## config.mk

```make
export PLATFORM = sky130hd
export DESIGN_NAME = reginit_seq
export DESIGN_NICKNAME = d
export VERILOG_FILES = /design/src/rtl/reginit_pkg.sv /design/src/rtl/reginit_decode.sv /design/src/rtl/reginit_walker.sv /design/src/rtl/reginit_ctrl.sv /design/src/rtl/reginit_seq.sv
export SDC_FILE = /design/constraint.sdc
export NUM_CORES = 1
export LEC_CHECK = 0
export ABC_AREA = 1
export BUFFER_PORTS_ARGS = -buffer_cell sky130_fd_sc_hd__buf_4
export CAP_MARGIN = 40
export CORE_MARGIN = 5
export CORE_UTILIZATION = 55
export CTS_CLUSTER_DIAMETER = 40
export CTS_CLUSTER_SIZE = 10
export DETAILED_ROUTE_END_ITERATION = 12
export HOLD_SLACK_MARGIN = 0.1
export PLACE_DENSITY = 0.75
export SLEW_MARGIN = 20
export SYNTH_ARGS = -nofsm -noshare
export SYNTH_HDL_FRONTEND = slang
export SYNTH_HIERARCHICAL = 1
export SYNTH_SLANG_ARGS = --single-unit
```

## constraint.sdc

```tcl
create_clock -name clk -period 3.94 [get_ports clk]
set_input_delay 0.394 -clock clk [delete_from_list [all_inputs] [get_ports clk]]
set_output_delay 0.394 -clock clk [all_outputs]
set_load 0.005 [all_outputs]
```

## src/rtl/reginit_pkg.sv

```systemverilog
package reginit_pkg;
  localparam int OFF_W  = 24;
  localparam int WORD_W = 32;
  localparam int CNT_W  = 16;
  localparam int REC_W  = 64;

  typedef enum logic [7:0] {
    OPC_RD      = 8'd1,
    OPC_WR      = 8'd2,
    OPC_MBX_WR  = 8'd3,
    OPC_STR     = 8'd4,
    OPC_MBX_STR = 8'd5,
    OPC_ZERO    = 8'd6,
    OPC_ZIP     = 8'd7,
    OPC_BSTR    = 8'd8
  } opcode_e;

  typedef enum logic [2:0] {
    ACC_RD, ACC_WR, ACC_MBX_WR, ACC_STR, ACC_MBX_STR, ACC_FILL, ACC_BSTR
  } acc_kind_e;

  typedef struct packed {
    acc_kind_e          kind;
    logic [OFF_W-1:0]   base;
    logic [CNT_W-1:0]   doff;
    logic [CNT_W-1:0]   cnt;
    logic [WORD_W-1:0]  value;
  } job_t;

  function automatic logic kind_uses_rom(acc_kind_e k);
    return (k == ACC_STR) || (k == ACC_MBX_STR) || (k == ACC_BSTR);
  endfunction

  function automatic logic kind_is_mbx(acc_kind_e k);
    return (k == ACC_MBX_WR) || (k == ACC_MBX_STR);
  endfunction

  function automatic logic kind_is_burst(acc_kind_e k);
    return (k == ACC_FILL) || (k == ACC_BSTR);
  endfunction
endpackage

```

## src/rtl/reginit_decode.sv

```systemverilog
module reginit_decode
  import reginit_pkg::*;
#(
  parameter int STAGE_WORDS = 64
) (
  input  logic [REC_W-1:0] rec,
  output job_t             job,
  output logic             bad_op,
  output logic             too_big
);
  logic [7:0]        opc;
  logic [OFF_W-1:0]  off;
  logic [WORD_W-1:0] arg;

  assign opc = rec[7:0];
  assign off = rec[31:8];
  assign arg = rec[63:32];

  always_comb begin
    job.kind  = ACC_WR;
    job.base  = off;
    job.doff  = arg[15:0];
    job.cnt   = arg[31:16];
    job.value = arg;
    bad_op    = 1'b0;
    too_big   = 1'b0;
    case (opc)
      OPC_RD: begin
        job.kind = ACC_RD;
        job.cnt  = CNT_W'(1);
      end
      OPC_WR: begin
        job.kind = ACC_WR;
        job.cnt  = CNT_W'(1);
      end
      OPC_MBX_WR: begin
        job.kind = ACC_MBX_WR;
        job.cnt  = CNT_W'(1);
      end
      OPC_STR:     job.kind = ACC_STR;
      OPC_MBX_STR: job.kind = ACC_MBX_STR;
      OPC_ZERO: begin
        job.kind = ACC_FILL;
        job.cnt  = arg[15:0];
        too_big  = arg > WORD_W'(STAGE_WORDS);
      end
      OPC_BSTR: begin
        job.kind = ACC_BSTR;
        too_big  = arg[31:16] > CNT_W'(STAGE_WORDS);
      end
      default: bad_op = 1'b1;
    endcase
  end
endmodule

```

## src/rtl/reginit_walker.sv

```systemverilog
module reginit_walker
  import reginit_pkg::*;
#(
  parameter int               MAX_BURST    = 16,
  parameter logic [OFF_W-1:0] WIN_ADDR_REG = 24'h002000,
  parameter logic [OFF_W-1:0] WIN_DATA_REG = 24'h002004
) (
  input  logic              clk,
  input  logic              rst_n,
  input  logic              go,
  input  job_t              job,
  output logic              fin,
  output logic [CNT_W-1:0]  dat_addr,
  input  logic [WORD_W-1:0] dat_rdata,
  output logic [OFF_W-1:0]  bus_addr,
  output logic [WORD_W-1:0] bus_wdata,
  output logic              bus_rd,
  output logic              bus_wr,
  output logic              bus_sob,
  input  logic              bus_ready
);
  localparam int BP_W = (MAX_BURST > 1) ? $clog2(MAX_BURST) : 1;
  localparam logic [BP_W-1:0] BP_LAST = BP_W'(MAX_BURST - 1);

  typedef enum logic [1:0] {W_IDLE, W_FETCH, W_LOAD, W_REQ} wstate_e;

  wstate_e           st;
  job_t              jq;
  logic [CNT_W-1:0]  idx;
  logic [BP_W-1:0]   bpos;
  logic [OFF_W-1:0]  cur;
  logic              mb_ph;
  logic [WORD_W-1:0] word_q;
  logic              rom_k, mbx_k, brst_k, last_word;
  logic [WORD_W-1:0] ld_word;

  assign rom_k     = kind_uses_rom(jq.kind);
  assign mbx_k     = kind_is_mbx(jq.kind);
  assign brst_k    = kind_is_burst(jq.kind);
  assign last_word = (idx + 1'b1) == jq.cnt;
  assign dat_addr  = jq.doff + idx;

  always_comb begin
    if (rom_k)                    ld_word = dat_rdata;
    else if (jq.kind == ACC_FILL) ld_word = '0;
    else                          ld_word = jq.value;
  end

  always_ff @(posedge clk) begin
    if (!rst_n) begin
      st        <= W_IDLE;
      jq        <= '0;
      idx       <= '0;
      bpos      <= '0;
      cur       <= '0;
      mb_ph     <= 1'b0;
      word_q    <= '0;
      fin       <= 1'b0;
      bus_addr  <= '0;
      bus_wdata <= '0;
      bus_rd    <= 1'b0;
      bus_wr    <= 1'b0;
      bus_sob   <= 1'b0;
    end else begin
      fin <= 1'b0;
      case (st)
        W_IDLE: begin
          if (go) begin
            jq    <= job;
            idx   <= '0;
            bpos  <= '0;
            cur   <= job.base;
            mb_ph <= 1'b0;
            if (job.cnt == '0)              fin <= 1'b1;
            else if (kind_uses_rom(job.kind)) st <= W_FETCH;
            else                              st <= W_LOAD;
          end
        end
        W_FETCH: st <= W_LOAD;
        W_LOAD: begin
          word_q  <= ld_word;
          bus_sob <= brst_k && (bpos == '0);
          if (jq.kind == ACC_RD) begin
            bus_rd    <= 1'b1;
            bus_addr  <= cur;
            bus_wdata <= '0;
          end else if (mbx_k) begin
            bus_wr    <= 1'b1;
            bus_addr  <= WIN_ADDR_REG;
            bus_wdata <= WORD_W'(cur);
          end else begin
            bus_wr    <= 1'b1;
            bus_addr  <= cur;
            bus_wdata <= ld_word;
          end
          st <= W_REQ;
        end
        W_REQ: begin
          if (bus_ready) begin
            if (mbx_k && !mb_ph) begin
              mb_ph     <= 1'b1;
              bus_addr  <= WIN_DATA_REG;
              bus_wdata <= word_q;
            end else begin
              bus_rd  <= 1'b0;
              bus_wr  <= 1'b0;
              bus_sob <= 1'b0;
              mb_ph   <= 1'b0;
              idx     <= idx + 1'b1;
              cur     <= cur + OFF_W'(4);
              bpos    <= (bpos == BP_LAST) ? '0 : bpos + 1'b1;
              if (last_word) begin
                fin <= 1'b1;
                st  <= W_IDLE;
              end else begin
                st <= rom_k ? W_FETCH : W_LOAD;
              end
            end
          end
        end
        default: st <= W_IDLE;
      endcase
    end
  end


  req_hold_chk: assert property (@(posedge clk) disable iff (!rst_n)
    ((bus_rd || bus_wr) && !bus_ready) |=>
      ($stable(bus_addr) && $stable(bus_wdata) && $stable(bus_rd) &&
       $stable(bus_wr) && $stable(bus_sob)));


  rw_excl_chk: assert property (@(posedge clk) disable iff (!rst_n)
    $onehot0({bus_rd, bus_wr}));


  sob_on_wr_chk: assert property (@(posedge clk) disable iff (!rst_n)
    bus_sob |-> bus_wr);


  fill_zero_chk: assert property (@(posedge clk) disable iff (!rst_n)
    (bus_wr && jq.kind == ACC_FILL) |-> (bus_wdata == '0));


  mbx_pair_chk: assert property (@(posedge clk) disable iff (!rst_n)
    (bus_wr && bus_ready && mbx_k && !mb_ph) |=>
      (bus_wr && bus_addr == WIN_DATA_REG));
endmodule

```

## src/rtl/reginit_ctrl.sv

```systemverilog
module reginit_ctrl #(
  parameter int IDX_W = 8
) (
  input  logic             clk,
  input  logic             rst_n,
  input  logic             start,
  input  logic [IDX_W-1:0] first_idx,
  input  logic [IDX_W-1:0] last_idx,
  output logic [IDX_W-1:0] rec_addr,
  input  logic             bad_op,
  input  logic             too_big,
  output logic             go,
  input  logic             fin,
  output logic             busy,
  output logic             done,
  output logic             err
);
  typedef enum logic [1:0] {C_IDLE, C_CHECK, C_DEC, C_RUN} cstate_e;

  cstate_e          st;
  logic [IDX_W-1:0] idx_q, end_q;
  logic             skip;

  assign skip     = bad_op || too_big;
  assign go       = (st == C_DEC) && !skip;
  assign rec_addr = idx_q;
  assign busy     = (st != C_IDLE);

  always_ff @(posedge clk) begin
    if (!rst_n) begin
      st    <= C_IDLE;
      idx_q <= '0;
      end_q <= '0;
      done  <= 1'b0;
      err   <= 1'b0;
    end else begin
      done <= 1'b0;
      case (st)
        C_IDLE: begin
          if (start) begin
            idx_q <= first_idx;
            end_q <= last_idx;
            err   <= 1'b0;
            st    <= C_CHECK;
          end
        end
        C_CHECK: begin
          if (idx_q >= end_q) begin
            done <= 1'b1;
            st   <= C_IDLE;
          end else begin
            st <= C_DEC;
          end
        end
        C_DEC: begin
          if (skip) begin
            err   <= 1'b1;
            idx_q <= idx_q + 1'b1;
            st    <= C_CHECK;
          end else begin
            st <= C_RUN;
          end
        end
        C_RUN: begin
          if (fin) begin
            idx_q <= idx_q + 1'b1;
            st    <= C_CHECK;
          end
        end
        default: st <= C_IDLE;
      endcase
    end
  end


  done_pulse_chk: assert property (@(posedge clk) disable iff (!rst_n)
    done |=> !done);


  done_idle_chk: assert property (@(posedge clk) disable iff (!rst_n)
    done |-> !busy);


  idx_range_chk: assert property (@(posedge clk) disable iff (!rst_n)
    (st == C_DEC) |-> (idx_q < end_q));
endmodule

```

## src/rtl/reginit_seq.sv

```systemverilog
module reginit_seq
  import reginit_pkg::*;
#(
  parameter int               IDX_W        = 8,
  parameter int               MAX_BURST    = 16,
  parameter int               STAGE_WORDS  = 64,
  parameter logic [OFF_W-1:0] WIN_ADDR_REG = 24'h002000,
  parameter logic [OFF_W-1:0] WIN_DATA_REG = 24'h002004
) (
  input  logic              clk,
  input  logic              rst_n,
  input  logic              start,
  input  logic [IDX_W-1:0]  first_idx,
  input  logic [IDX_W-1:0]  last_idx,
  output logic [IDX_W-1:0]  rec_addr,
  input  logic [REC_W-1:0]  rec_data,
  output logic [CNT_W-1:0]  dat_addr,
  input  logic [WORD_W-1:0] dat_rdata,
  output logic [OFF_W-1:0]  bus_addr,
  output logic [WORD_W-1:0] bus_wdata,
  output logic              bus_rd,
  output logic              bus_wr,
  output logic              bus_sob,
  input  logic              bus_ready,
  output logic              busy,
  output logic              done,
  output logic              err
);
  job_t job;
  logic bad_op, too_big, go, fin;

  reginit_decode #(.STAGE_WORDS(STAGE_WORDS)) u_dec (
    .rec     (rec_data),
    .job     (job),
    .bad_op  (bad_op),
    .too_big (too_big)
  );

  reginit_ctrl #(.IDX_W(IDX_W)) u_ctrl (
    .clk       (clk),
    .rst_n     (rst_n),
    .start     (start),
    .first_idx (first_idx),
    .last_idx  (last_idx),
    .rec_addr  (rec_addr),
    .bad_op    (bad_op),
    .too_big   (too_big),
    .go        (go),
    .fin       (fin),
    .busy      (busy),
    .done      (done),
    .err       (err)
  );

  reginit_walker #(
    .MAX_BURST    (MAX_BURST),
    .WIN_ADDR_REG (WIN_ADDR_REG),
    .WIN_DATA_REG (WIN_DATA_REG)
  ) u_walk (
    .clk       (clk),
    .rst_n     (rst_n),
    .go        (go),
    .job       (job),
    .fin       (fin),
    .dat_addr  (dat_addr),
    .dat_rdata (dat_rdata),
    .bus_addr  (bus_addr),
    .bus_wdata (bus_wdata),
    .bus_rd    (bus_rd),
    .bus_wr    (bus_wr),
    .bus_sob   (bus_sob),
    .bus_ready (bus_ready)
  );


  bus_idle_chk: assert property (@(posedge clk) disable iff (!rst_n)
    (bus_rd || bus_wr) |-> busy);
endmodule

```

Yosys cells after proc, flatten, opt, wreduce, memory -nomap -nowiden:

Cells that the tools add are included.

* ROM bits: 0
* bits of input ports: 116
* RAM bits: 0
* memories: 0
* output and inout bits: 86
* latch bits: 0
* register bits after elaboration: 226

* mux-type cells: 67
* multiply operators: 0
* $add $sub $neg: 5
* reductions and logical operators: 37
* bitwise logic cells: 0
* divide/modulo/power cells: 0
* shifts and indexed selects: 0
* magnitude comparators: 3
* equality and inequality tests: 33

Operators with widths (number)
* two-way mux 32 bit: 6
* two-way mux 24 bit: 7
* case mux 24 bit (2 select lines): 2
* case mux 16 bit (2 select lines): 2
* case mux 32 bit (2 select lines): 1
* two-way mux 16 bit: 3
* > comparator 32 x 7 -> 1 bit (second input constant): 1
* adder 24 x 3 -> 24 bit (second input constant): 1
* == test 8 x 3 -> 1 bit (second input constant): 3
* two-way mux 8 bit: 3
* case mux 8 bit (3 select lines): 1
* two-way mux 2 bit: 11
* AND reduction 4 bit: 5
* case mux 3 bit (6 select lines): 1
* adder 16 x 1 -> 16 bit (second input constant): 1
* adder 16 bit: 1
* == test 16 bit: 1
* == test 8 x 2 -> 1 bit (second input constant): 2
* > comparator 16 x 7 -> 1 bit (second input constant): 1
* zero test 16 bit: 1
* two-way mux 1 bit: 16
* two-way mux 4 bit: 4
* case mux 2 bit (4 select lines): 2
* == test 3 bit (second input constant): 5
* other kinds (25): 64

Logic depth before layout (Yosys ltp):

* depth in word-level cells: 9
* gate-level depth with buffers: 20

Modules after synthesis:

Netlist, hierarchy kept.

By module, submodules not included
* reginit_walker: cells an instance 1520, times used 1, area an instance 10526.3 µm², seq. area each 4124.0 µm²
* reginit_ctrl: cells an instance 171, times used 1, area an instance 1214.9 µm², seq. area each 400.4 µm²
* reginit_decode: cells an instance 194, times used 1, area an instance 1159.9 µm², seq. area each 0.0 µm²

Worst setup path before layout:

OpenSTA, ideal clock, no wires.

* path type: input -> register
* start point: input port rec_data[7]
* end point: register u_walk.bpos[0]
* required time: 3.823 ns
* slack: 1.423 ns
* arrival: 2.400 ns
* setup time: 0.117 ns
* buffers on the path: 1
* cell stages on the path: 16
* cells stage by stage: nor2_2 nand3_4 nor2_1 o21ai_0 and3_1 nor3_4 nor2_1 nor2_1 inv_1 nor2_1 nand2_2 buf_6 o22ai_1 o21ai_0 nand2_1 nor3_1

* cells in the longest elaborated chain, start to end: 8

Ends and longest elaborated chain
* start: declaration: line reginit_seq.sv:16 `input logic [REC_W-1:0] rec_data,`
* == test 8 x 1 -> 1 bit, or another cell as far along: line reginit_decode.sv:27 `case (opc)`
* OR reduction 7 bit (no source line) (*)
* two-way mux 1 bit (*): line reginit_decode.sv:27
* via bad_op: line reginit_seq.sv:30 `logic bad_op, too_big, go, fin;`
* logical OR 1 bit (*): line reginit_ctrl.sv:24 `assign skip = bad_op || too_big;`
* zero test 1 bit (*): line reginit_ctrl.sv:25 `assign go = (st == C_DEC) && !skip;`
* logical AND 1 bit (*): line reginit_ctrl.sv:25
* via go: line reginit_seq.sv:30
* inequality test 2 bit (no source line) (*)
* AND reduction 4 bit (no source line) (*)
* end signal: assignment: line reginit_walker.sv:111 `bpos <= (bpos == BP_LAST) ? '0 : bpos + 1'b1;`
* end: declaration: line reginit_walker.sv:30 `logic [BP_W-1:0] bpos;`

The timed path passes the listed nets; every way through them passes the cells marked *.
A chain may end at the register's enable or synchronous reset.

Final worst setup path:

* start point: register u_walk.idx[0]
* end point: output port dat_addr[12]

* cells in the longest elaborated chain, start to end: 1

Ends and longest elaborated chain
* start: declaration: line reginit_walker.sv:29 `logic [CNT_W-1:0] idx;`
* start signal: assignment: line reginit_walker.sv:109 `idx <= idx + 1'b1;`
* adder 16 bit: line reginit_walker.sv:41 `assign dat_addr = jq.doff + idx;`
* end: declaration: line reginit_seq.sv:17 `output logic [CNT_W-1:0] dat_addr,`

Every way passes these cells.

==> flow_metrics.tcl <==
set metrics [dict create \
    ys_warn_count 6 \
    area_growth_pct 18.5 \
    crit_family "adder cells" \
    synth_area_um2 12900 \
    hp-class "input port to register" \
    slowest_stage "dfxtp_1" \
    yosysTopAreaCell "dfxtp_1" \
    slew_headroom_pct 43.3 \
    stdcell_area_um2 15300 \
    finalCriticalPeriod_ps 3240 \
    diodes 0 \
    wl_mm 39.1 \
    post-place-ws_ps 600 \
    reg2reg_from "u_walk/jq[90]" \
    viasPerCell 5.56 \
    nNetsFinal 2129 \
    hold_viol 0 \
    min_from "start" \
    clkLatencyLatePin_ps 520 \
    initial_core_util_pct 55.5 \
    yosys.area.top_type_share_pct 35.1 \
    port_buffers 201 \
    finalHoldWorstSlack_ps 151 \
    grt_max_degree 84 \
    setup_viol 0 \
    grt_usage_pct 28.4 \
    total_power_mw 7.52 \
    cts_resized 0 \
    die_area_um2 26600 \
    fin_crit_sh_pct 82.3 \
    reg2reg_depth 9 \
    clockRootBuffer "clkbuf_16" \
    io_pins 202 \
    gp_congestion 0.948 \
    rows 56 \
    drtPass1Iterations 6 \
    max_freq_mhz 308 \
    clock_path_buffers 3 \
    dp_hpwl_mm 28.1 \
    antenna_left 0 \
    place_area_um2 14000 \
    syn_inst 1885 \
    drv_slew 0 \
    overflow 0 \
    synth_nets 2037 \
    setup_ws_ps 698 \
    worst-slew-pin-transition_ps 849 \
    crit_start "u_walk/idx[0]" \
    grt_pass1_wl_mm 61.5 \
    final_cell_count_no_fill 2321 \
    ir_worst_vdd_mv 0.338 \
    fin_setup_tns_ps 0 \
    path_class "register to output pin" \
    vias 12900 \
    crit_chain "ha_1 -> inv_1 -> fa_1 -> inv_1 -> a31oi_1 -> o211ai_1 -> nand3_1 -> nand2_1 -> a31oi_1 -> xor2_1 -> buf_4" \
    p_leak_nw 6.78 \
    path_clk_slew_ps 50 \
    synth_edf_count 0 \
    tritoncts "done" \
    postCtsSetupRepairBufs 0 \
    cp.required_ps 3550 \
    synth_area_leaders "dfxtp_1 35%, nand2_1 9.3%, nor2_1 7.8%" \
    crit_path_max_incr_delay_ps 490 \
    maxCapViolCount 0 \
    fin_util_pct 65.7 \
    synth_flop_cell "dfxtp_1" \
    synth.avg_cell_area_um2 6.84 \
    yosys-top-cells-count "321 x nand2_1, 269 x nor2_1, 226 x dfxtp_1" \
    cp_data_arrival_time_ps 2850 \
    layout-drive-gt1-share_pct 17.6 \
    dp_cells 2256 \
    cts_made_buffers 37 \
    grt_pass1_vias 12000 \
    drc 0 \
    ys_types 54 \
    antenna_found_initial 0 \
    finalClockSkew_ps 25.1 \
    synth.most_common_cell "nand2_1" \
    initialDrtViolationCount 1282 \
    coreArea_um2 23300 \
    die_x_um 163 \
    grt_setup_unrepaired "false" \
    synth_seq_cells 226 \
    wl_per_cell_um 16.9 \
    ys_seq_area_share_pct 35.1 \
    async_flop_share_pct 0 \
    hold_path_depth 3 \
    status "complete, no violations" \
    ctsHoldBuffers 0 \
    end_kind "output pin" \
    crit_fanout 5 \
    clock-sinks 226 \
    ff2ff_setup_slack_ps 1230 \
    start_kind "register" \
    pwr_density_cell_nw_per_um2 492 \
    holdPathEnd "u_ctrl/end_q[0]" \
    path_buf_inv 3 \
    die_y_um 163 \
    r2r-end "u_walk/bus_wdata[27]" \
    h-tree-depth 2 \
]
## tightest hold or removal path: stages
cell and delay [ps]:
buf_4 90, a21oi_1 60, nor2_1 90
## report_power, final
group	leakage, nW	total [mW]	switching [mW]	internal (mW)
sequential	1.83	2.76	0.213	2.54
combinational	4.33	1.39	0.825	0.565
clock	0.624	3.37	1.14	2.23
## cell families after synthesis
family	synth area share [%]
XOR/XNOR	2.55
adder cells (fa/ha/maj)	3.55
AO/OA/AOI/OAI	19.0
buffers and inverters	12.5
flip-flops	35.1
AND/OR/NAND/NOR	27.3
## registers in the layout, indices dropped and copies added (netlist names)
register	flops
u_walk/cur	24
u_walk/bpos	4
u_walk/st	2
u_walk/bus_addr	24
u_walk/jq	67
u_walk/bus_wr	1
u_ctrl/st	2
u_ctrl/rec_addr	8
u_ctrl/err	1
u_walk/bus_sob	1
u_ctrl/end_q	8
u_walk/bus_wdata	32
u_walk/bus_rd	1
u_walk/idx	16
u_ctrl/done	1
u_walk/word_q	32
u_walk/mb_ph	1
u_walk/fin	1
## area by class of cell
cell class | count | area, um2
clock buffer | 45 | 977
clock inverter | 19 | 307
fill | 2137 | 7980
inverter | 175 | 661
multi-input combinational | 1319 | 6770
sequential | 226 | 4520
tap | 319 | 399
timing repair buffer | 218 | 1650
## routing by layer
| layer | global-route usage, % | vias to the layer above | wire [um] |
|---|---|---|---|
| met5 | 0 | - | 0 |
| met4 | 8.92 | 0 | 1150 |
| met3 | 8.33 | 87 | 4100 |
| met2 | 43.0 | 608 | 16900 |
| met1 | 39.1 | 5880 | 16900 |
| li1 | - | 6320 | - |
## worst max-delay path by stage
stage	end	slack, ps	depth (start not counted)
floorplan	u_walk/bpos[0]	1420	16
global placement	u_walk/idx[5]	680	17
detailed placement	u_walk/bpos[1]	600	17
CTS	dat_addr[12]	690	11
global route	dat_addr[12]	480	11
finish	dat_addr[12]	700	11
## cell usage in the layout, fill, tap and decap left out, drive strengths merged, types with 32 or more instances in the layout
cell,instances
ha,35
nor2,294
clkbuf,45
buf,218
nand2,334
o21ai,201
nand3,131
dfxtp,226
a21oi,162
o211ai,32
inv,176
Note: power is estimated with default switching activity, not from simulation.
